**src/rtl/dma_chan.sv**
```systemverilog
module dma_chan #(
  parameter int SRC_AW  = 28,
  parameter int DST_AW  = 27,
  parameter int CNT_W   = 14,
  parameter int CHAN_ID = 1
) (
  input  logic                 clk,
  input  logic                 rst_n,
  input  logic                 reg_we,
  input  logic [1:0]           reg_sel,
  input  logic [31:0]          reg_wdata,
  input  logic [2:0]           trig,
  output logic [SRC_AW-1:0]    src_q,
  output logic [DST_AW-1:0]    dst_q,
  output logic [CNT_W-1:0]     cnt_q,
  output logic [15:0]          ctrl_q,
  output logic                 mem_req,
  output logic                 mem_we,
  output logic                 mem_word,
  output logic [((SRC_AW > DST_AW) ? SRC_AW : DST_AW)-1:0] mem_addr,
  output logic [31:0]          mem_wdata,
  input  logic [31:0]          mem_rdata,
  input  logic                 mem_ack,
  output logic                 busy,
  output logic                 irq
);
  localparam int MEM_AW   = (SRC_AW > DST_AW) ? SRC_AW : DST_AW;
  localparam int RW       = CNT_W + 1;
  localparam bit FIFO_OK  = (CHAN_ID == 1) || (CHAN_ID == 2);
  localparam bit M3_BAD   = (CHAN_ID == 0);

  typedef enum logic [1:0] {S_IDLE, S_RD, S_WR, S_DONE} st_t;
  st_t st;

  logic              en, irq_en, rpt, wsz;
  logic [1:0]        smode, sm, dm;
  assign en     = ctrl_q[15];
  assign irq_en = ctrl_q[14];
  assign smode  = ctrl_q[13:12];
  assign wsz    = ctrl_q[10];
  assign rpt    = ctrl_q[9];
  assign sm     = ctrl_q[8:7];
  assign dm     = ctrl_q[6:5];

  logic [SRC_AW-1:0] cur_src, nxt_src;
  logic [DST_AW-1:0] cur_dst, nxt_dst;
  logic [RW-1:0]     remain;
  logic [31:0]       dbuf;
  logic              r_word, r_fifo, r_keep, r_irq, r_rpt, kick;
  logic [1:0]        r_sm, r_dm;
  logic [2:0]        stp;

  logic trig_hit, go, fifo_now, unused_bits;
  assign unused_bits = ^{reg_wdata, ctrl_q[11], ctrl_q[4:0]};

  assign trig_hit = (smode == 2'd1 && trig[0]) ||
                    (smode == 2'd2 && trig[1]) ||
                    (smode == 2'd3 && trig[2] && !M3_BAD);
  assign go       = (st == S_IDLE) && en && ((smode == 2'd0) ? kick : trig_hit);
  assign fifo_now = FIFO_OK && (smode == 2'd3);

  assign stp     = r_word ? 3'd4 : 3'd2;
  assign nxt_src = (r_sm == 2'd0) ? cur_src + SRC_AW'(stp) :
                   (r_sm == 2'd1) ? cur_src - SRC_AW'(stp) : cur_src;
  assign nxt_dst = (r_dm == 2'd2) ? cur_dst :
                   (r_dm == 2'd1) ? cur_dst - DST_AW'(stp) : cur_dst + DST_AW'(stp);

  assign mem_req   = (st == S_RD) || (st == S_WR);
  assign mem_we    = (st == S_WR);
  assign mem_word  = r_word;
  assign mem_addr  = (st == S_WR) ? MEM_AW'(cur_dst) : MEM_AW'(cur_src);
  assign mem_wdata = dbuf;
  assign busy      = mem_req;
  assign irq       = (st == S_DONE) && r_irq;

  always_ff @(posedge clk or negedge rst_n) begin
    if (!rst_n) begin
      src_q  <= '0;
      dst_q  <= '0;
      cnt_q  <= '0;
      ctrl_q <= '0;
      kick   <= 1'b0;
    end else begin
      if (go || !en) kick <= 1'b0;
      if (reg_we) begin
        case (reg_sel)
          2'd0: src_q  <= reg_wdata[SRC_AW-1:0];
          2'd1: dst_q  <= reg_wdata[DST_AW-1:0];
          2'd2: cnt_q  <= reg_wdata[CNT_W-1:0];
          default: begin
            ctrl_q <= reg_wdata[15:0];
            if (reg_wdata[15] && !en && reg_wdata[13:12] == 2'd0) kick <= 1'b1;
          end
        endcase
      end
      if (st == S_DONE) begin
        src_q <= cur_src;
        if (!r_keep) dst_q <= cur_dst;
        if (!r_rpt) ctrl_q[15] <= 1'b0;
      end
    end
  end

  always_ff @(posedge clk or negedge rst_n) begin
    if (!rst_n) begin
      st      <= S_IDLE;
      cur_src <= '0;
      cur_dst <= '0;
      remain  <= '0;
      dbuf    <= '0;
      r_word  <= 1'b0;
      r_fifo  <= 1'b0;
      r_keep  <= 1'b0;
      r_irq   <= 1'b0;
      r_rpt   <= 1'b0;
      r_sm    <= '0;
      r_dm    <= '0;
    end else begin
      case (st)
        S_IDLE: if (go) begin
          cur_src <= src_q;
          cur_dst <= dst_q;
          r_word  <= fifo_now | wsz;
          r_fifo  <= fifo_now;
          r_sm    <= sm;
          r_dm    <= fifo_now ? 2'd2 : dm;
          r_keep  <= (dm == 2'd3);
          r_irq   <= irq_en;
          r_rpt   <= rpt;
          if (fifo_now)          remain <= RW'(4);
          else if (cnt_q == '0)  remain <= RW'(1) << CNT_W;
          else                   remain <= {1'b0, cnt_q};
          st <= S_RD;
        end
        S_RD: if (mem_ack) begin
          dbuf    <= mem_rdata;
          cur_src <= nxt_src;
          st      <= S_WR;
        end
        S_WR: if (mem_ack) begin
          cur_dst <= nxt_dst;
          remain  <= remain - RW'(1);
          st      <= (remain == RW'(1)) ? S_DONE : S_RD;
        end
        default: st <= S_IDLE;
      endcase
    end
  end

  AST_REQ_HOLD: assert property (@(posedge clk) disable iff (!rst_n)
    mem_req && !mem_ack |=> mem_req && $stable(mem_addr) && $stable(mem_we) && $stable(mem_wdata));
  AST_RD_THEN_WR: assert property (@(posedge clk) disable iff (!rst_n)
    mem_req && !mem_we && mem_ack |=> mem_req && mem_we);
  AST_BUSY_END: assert property (@(posedge clk) disable iff (!rst_n)
    $fell(busy) |-> $past(mem_ack && mem_we));
  AST_IRQ_PULSE: assert property (@(posedge clk) disable iff (!rst_n)
    irq |=> !irq);
  AST_FIFO_WORD: assert property (@(posedge clk) disable iff (!rst_n)
    mem_req && r_fifo |-> mem_word);
  AST_FIFO_DST: assert property (@(posedge clk) disable iff (!rst_n)
    mem_req && mem_we && mem_ack && r_fifo |=> $stable(cur_dst));
  AST_NO_M3_LOW: assert property (@(posedge clk) disable iff (!rst_n)
    M3_BAD && !busy && smode == 2'd3 && ctrl_q[15] |=> !busy);
  AST_COUNT_LIVE: assert property (@(posedge clk) disable iff (!rst_n)
    busy |-> remain != '0);
endmodule

```
**config.mk**
```make
export PLATFORM = sky130hd
export DESIGN_NAME = dma_chan
export DESIGN_NICKNAME = d
export VERILOG_FILES = /design/src/rtl/dma_chan.sv
export SDC_FILE = /design/constraint.sdc
export NUM_CORES = 1
export LEC_CHECK = 0
export ABC_AREA = 1
export CORE_AREA = 5 5 168 170
export DETAILED_ROUTE_END_ITERATION = 8
export DIE_AREA = 0 0 173 175
export PLACE_DENSITY = 0.74
export SLEW_MARGIN = 10
export SYNTH_ARGS = -nofsm -noshare
export SYNTH_HDL_FRONTEND = slang
export SYNTH_SLANG_ARGS = --single-unit
```
**constraint.sdc**
```tcl
create_clock -name clk -period 2.4 [get_ports clk]
set_input_delay 0.36 -clock clk [delete_from_list [all_inputs] [get_ports clk]]
set_output_delay 0.36 -clock clk [all_outputs]
set_load 0.01 [all_outputs]
```
==> impl_metrics.yaml, run 1 <==
die:
  placeableCoreArea_mm2: 0.0266
  die_y_um: 175
  num_io_pins: 223
  core.rowCount: 60
  start_util_pct: 47.8
  die_x_um: 173
  die_area_mm2: 0.0303
yosys:
  synth_top_area_share_pct: 39.0
  ys_ff_latch: 198
  syn_inst: 1785
  synth_top_area_cell: "dfrtp_1"
  ys_warn_count: 0
  yosysSeqAreaShare_pct: 39.0
  synthDistinctLibCells: 45
  ys.flop_type: "dfrtp_1"
  synth_edf_count: 0
  syn_nets: 1895
  synth_area_mm2: 0.0127
  synthArstFlopShare_pct: 100
  synth.area.top_cells: "dfrtp_1 39%, nand2_1 15%, o21ai_0 6.9%"
  postSynthAreaPerCell_um2: 7.12
critical_path:
  crit_buf_inv: 3
  cp_slowest_stage_delay_ps: 430
  crit_required_ps: 2780
  cp_max_fo: 4
  critical-path-top-delay-family: "simple AND/OR/NAND/NOR gates"
  cpMostUsedCell: "nand2_1"
  critPathCaptureType: "register"
  crit_type: "reg2reg"
  cp-start-kind: "register"
  crit_chain: "nor2_4 > clkinvlp_4 > buf_4 > ha_4 > nand2_1 > o21ai_2 > buf_4 > nand2_1 > nand2_2 > nand2_1 > a21o_1 > nand3_1 > o211ai_1 > nand2_1"
  arrival_ps: 2830
  cpMaxStageDelayCell: "dfrtp_1"
detailed_routing:
  firstDrtPassIters: 6
  routed_wl_mm: 44.9
  wl_per_cell_um: 18.7
  drtAntennaViolNets: 0
  drc: 0
  vias: 13500
  vias_per_cell: 5.61
  drt_iter0_drc: 1385
run_status:
  status: "finished, violations left"
  violations: "negative setup slack"
power:
  power.switching_mw: 13.4
  p_seq_share_pct: 22.8
  p_leak_nw: 8.14
  comb_power_share_pct: 65.7
  switching_share_pct: 48.8
  power.density_mw_per_mm2: 1620
  pwr-share-clk_pct: 11.5
  intPower_mw: 14.1
  p_total_mw: 27.6
  irDropWorstVdd_mv: 0.839
sta:
  setup_slack_ps: -50.3
  period_minus_slack_ps: 2450
  fmax_mhz: 408
  rsz0062_at_grt: "yes"
  fin_skew_ps: 21.9
  post-route-period-util_pct: 102
  worstMarginPinSlew_ps: 548
  finalSetupViolCount: 8
  report.final.slew_viol_count: 0
  slew_headroom_pct: 63.1
  hold_violations: 0
  tns_ps: -212
place:
  dpl.hpwl_mm: 33.2
  numPortBuffers: 218
  pre_cts_ws_ps: -85.6
  dpl_cell_area_mm2: 0.0157
  gp_congestion: 0.972
clock_tree:
  insertion_delay_ps: 450
  cts.clk_slew.worst_paths_ps: 90
  numCtsBuffers: 17
  clock-sinks: 198
  clockBufferDepth: 2
  tritoncts: "yes"
  htreeDepth: 4
  cts_root_buffer: "clkbuf_16"
finish:
  drive_gt1_share_pct: 13.9
  fin_area_mm2: 0.0170
  area_delta_synth_final_pct: 33.6
  final-seq-area_mm2: 0.00496
  antenna_cells: 0
  fillers: 2327
  nets: 2161
  utilization_pct: 63.9
  multi_input_area_mm2: 0.00712
hold_path:
  hold_class: "in2async"
global_routing:
  grt_first_pass_wirelength_mm: 69.6
  antenna_found_initial: 0
  grt_usage_pct: 28.6
  grt_max_degree: 68
  gr-total-overflow: 0
  grt_pass1_vias: 12800
run:
  cap_viol_max_count: 0
==> metal layers <==
| layer | GRT usage [%] | vias up | wire (um) |
|---|---|---|---|
| li1 | - | 6431 | - |
| met1 | 38.2 | 6388 | 18500 |
| met2 | 47.0 | 566 | 21100 |
| met3 | 4.39 | 112 | 3360 |
| met4 | 11.2 | 0 | 1950 |
| met5 | 0 | - | 0 |
==> through the flow <==
step	hold WS, ps	std cells
2_1_floorplan	64.4	1785
3_3_place_gp	373	2348
3_5_place_dp	372	2348
4_1_cts	440	2391
5_1_grt	479	2405
6_report	445	2405
==> power groups by stage <==
stage | sequential [mW] | clock [mW] | combinational (mW)
after floorplan | 6.20 | 0 | 9.53
after global placement | 6.18 | 0 | 16.0
after detailed placement | 6.23 | 0 | 16.3
after CTS | 6.21 | 3.20 | 16.9
after global routing | 6.45 | 3.35 | 19.8
final | 6.28 | 3.16 | 18.1
==> worst reg2reg max path: stages, from the launching register on <==
cell and delay, ps:
dfrtp_1 430, nor2_4 190, clkinvlp_4 170, buf_4 180, ha_4 300, nand2_1 70
o21ai_2 210, buf_4 150, nand2_1 60, nand2_2 110, nand2_1 80, a21o_1 150
nand3_1 60, o211ai_1 150, nand2_1 100
==> state kept, by name, summed over array words and instances, names as in the netlist <==
signal / flops
mem_wdata: 32
r_sm: 2
r_keep: 1
mem_word: 1
cnt_q: 14
dst_q: 27
cur_src: 28
remain: 15
r_irq: 1
ctrl_q: 16
r_dm: 2
r_rpt: 1
st: 2
src_q: 28
cur_dst: 27
kick: 1
==> synth_stat cells, types with 2 or more instances <==
master,number
a21oi_1,68
nor2_2,3
a41oi_1,11
buf_2,12
a31oi_1,26
dfrtp_1,198
o211ai_1,38
nand3b_1,4
ha_1,36
o21bai_1,2
xor2_1,23
inv_1,176
nor3_1,12
nand2_2,5
o21ai_0,176
nand2_1,516
a41o_1,3
a21o_1,5
nor4_1,4
mux2_2,32
o21ai_1,10
nand4_1,13
buf_4,6
nor2_1,167
a22oi_1,2
o21a_1,11
o22ai_1,13
buf_1,5
nand3_1,124
xnor2_1,5
or2_2,3
inv_2,12
clkbuf_1,49
buf_6,4
==> cell usage in the layout, fill, tap and decap left out, drive strengths merged, types with 18 or more instances in the layout <==
cell	synthesis	final
a31oi	27	27
nand3	125	125
inv	189	199
clkbuf	49	18
xor2	23	23
dfrtp	198	198
clkdlybuf4s50	0	189
o211ai	39	39
ha	36	36
o21ai	186	186
mux2	32	32
nand2	522	522
buf	27	103
nor2	170	170
dlygate4sd2	0	23
a21oi	68	68
==> final cells by class <==
cell class | count | share of cell area, %
repair buffers | 322 | 18.3
repair inverters | 1 | 0.0442
flip-flops and latches | 198 | 29.2
clock inverters | 15 | 1.36
clock buffers | 17 | 2.50
multi-input cells | 1321 | 41.9
inverters | 190 | 4.24
well taps | 341 | 2.51
==> timing repair <==
action	CTS	global route
cloned	2	0
endpoints found under the hold margin	53	0
endpoints found under the setup margin	49	44
buffers inserted	8	15
resized for setup	76	80
pin swaps	8	20
hold buffers	1	0
==> worst paths after layout <==
check,start,slack (ps),depth (start not counted),endpoint
min,rst_n,450,2,cnt_q[6]
min reg2reg,r_irq,490,2,r_irq
max reg2reg,r_sm[1],-50,14,cur_src[13]
max in group asynchronous,rst_n,1210,3,cur_src[11]
max,r_sm[1],-50,14,cur_src[13]
min in group clk,r_irq,490,2,r_irq
==> kinds of logic (layout without fill, tap and decap cells) <==
| group | Yosys count | after routing | share of synthesized area (%) |
|---|---|---|---|
| flip-flops | 198 | 198 | 39.0 |
| XOR/XNOR | 28 | 28 | 1.93 |
| buffers and inverters | 266 | 545 | 8.40 |
| multiplexers | 32 | 32 | 2.83 |
| AO/OA/AOI/OAI | 371 | 371 | 16.8 |
| adder cells (fa/ha/maj) | 37 | 37 | 3.70 |
| AND/OR/NAND/NOR | 853 | 853 | 27.4 |
(Power assumes the default switching activity.)
==> run 2: changes to the inputs <==
--- a/config.mk
+++ b/config.mk
@@ -14,3 +14,4 @@
 export SYNTH_ARGS = -nofsm -noshare
 export SYNTH_HDL_FRONTEND = slang
 export SYNTH_SLANG_ARGS = --single-unit
+export TNS_END_PERCENT = 20
==> impl_metrics.yaml, run 2 (synthesis gave the netlist of run 1 again) <==
power:
  intPower_mw: 13.8
  power.switching_mw: 13.1
  p_leak_nw: 8.09
  comb_power_share_pct: 65.3
  p_total_mw: 26.8
  power.density_mw_per_mm2: 1590
  irDropWorstVdd_mv: 0.735
  p_seq_share_pct: 23.3
  pwr-share-clk_pct: 11.4
  switching_share_pct: 48.7
place:
  gp_congestion: 0.936
  pre_cts_ws_ps: -106
  dpl.hpwl_mm: 33.1
  numPortBuffers: 218
critical_path:
  crit_type: "reg2reg"
  cp_max_fo: 15
  r2r_slack_ps: 50
  crit_required_ps: 2730
  arrival_ps: 2670
  critPathCaptureType: "register"
  cp-start-kind: "register"
sta:
  fmax_mhz: 426
  tns_ps: 0
  fin_skew_ps: 20.0
  worstMarginPinSlew_ps: 510
  slew_headroom_pct: 66.0
  rsz0062_at_grt: "yes"
  hold_violations: 0
  period_minus_slack_ps: 2350
  finalSetupViolCount: 0
  post-route-period-util_pct: 97.8
  report.final.slew_viol_count: 0
  setup_slack_ps: 52.7
  hold_slack_ps: 437
die:
  die_area_mm2: 0.0303
  num_io_pins: 223
  placeableCoreArea_mm2: 0.0266
  die_x_um: 173
  core.rowCount: 60
  die_y_um: 175
  start_util_pct: 47.8
clock_tree:
  insertion_delay_ps: 450
  numCtsBuffers: 17
  tritoncts: "yes"
  cts_root_buffer: "clkbuf_16"
  cts.clk_slew.worst_paths_ps: 100
  htreeDepth: 4
  clock-sinks: 198
  clockBufferDepth: 2
finish:
  fillers: 2400
  antenna_cells: 0
  area_delta_synth_final_pct: 32.4
  nets: 2156
  largest_reg_flops: 32
  layout_commonest_cell: "nand2_1"
  drive_gt1_share_pct: 12.6
  layout_common_cells: "506 x nand2_1, 196 x dfrtp_1, 187 x clkdlybuf4s50_1"
run_status:
  status: "complete, no violations"
detailed_routing:
  wl_per_cell_um: 18.4
  drt_iter0_drc: 1439
  wl_met3_mm: 3.03
  vias: 13300
  wirelength_met1_mm: 19.0
  drtAntennaViolNets: 0
  top_layer: "met4"
  routed_wl_mm: 44.3
  vias_per_cell: 5.53
  firstDrtPassIters: 7
  dr_wl_met2_mm: 21.0
  drc: 0
global_routing:
  antenna_found_initial: 0
  grt_first_pass_wirelength_mm: 69.5
  gr-total-overflow: 0
  grt_pass1_vias: 12500
  grt_max_degree: 59
  grt_usage_pct: 28.6
run:
  cap_viol_max_count: 0
hold_path:
  hold_class: "in2async"
[run 2: critical path, stage by stage (launching register included)]
cell and delay [ps]:
dfrtp_1 410, nor2_4 180, inv_6 90, buf_12 170, ha_2 390, nand2_1 100, inv_1 60, nand2_1 80
nor2_2 140, nand4_1 140, nand3_1 150, nand2_1 60, inv_1 50, o21ai_1 60, nand2_1 70, o21ai_0 70
[run 2: power groups by stage]
| stage | clock, mW | combinational (mW) | sequential [mW] |
|---|---|---|---|
| 6_report | 3.05 | 17.5 | 6.25 |
| 5_1_grt | 3.23 | 19.3 | 6.43 |
| 2_1_floorplan | 0 | 9.53 | 6.20 |
| 3_3_place_gp | 0 | 16.3 | 6.17 |
| 4_1_cts | 3.09 | 16.6 | 6.17 |
| 3_5_place_dp | 0 | 16.5 | 6.22 |
[run 2: layer usage]
metal / GRT usage (%) / vias to the layer above
li1: - / 6415
met1: 39.4 / 6273
met2: 47.2 / 518
met3: 3.83 / 64
met4: 8.85 / 0
met5: 0 / -
[run 2: area by class of cell]
type,instances,area (um^2),area share (%)
Sequential cell,198,4960,29.4
Multi-Input combinational cell,1321,6990,41.5
Inverter,190,721,4.28
Tap cell,341,427,2.53
Timing Repair Buffer,318,3110,18.5
Clock buffer,18,439,2.61
Clock inverter,14,195,1.16
[run 2: timing repair]
item                                    in CTS  in global routing
endpoints found under the setup margin      44                 56
hold buffers                                 1                  0
cloned                                       2                  0
hold endpoints to repair                    52                  0
buffers inserted                             2                  5
gates resized for setup                     38                 89
pin swaps                                    1                 12
[run 2: path summary, 6_finish.rpt]
| path | start | endpoint | cells past startpoint |
|---|---|---|---|
| worst max-delay path | r_sm[1] | cur_src[18] | 15 |
| min in group clk | r_rpt | r_rpt | 2 |
| max in group asynchronous | rst_n | cur_dst[11] | 3 |
| worst max register to register | r_sm[1] | cur_src[18] | 15 |
| worst min register to register | r_rpt | r_rpt | 2 |
| worst min-delay path | rst_n | mem_wdata[2] | 2 |
[run 2: through the flow]
step / util, % / std cells / cell area (um^2)
floorplan: - / 1785 / 12700
detailed placement: 59.5 / 2358 / 15800
global route: 63.4 / 2400 / 16800
finish: 63.4 / 2400 / 16800
CTS: 62.2 / 2395 / 16500
global placement: 59.5 / 2358 / 15800
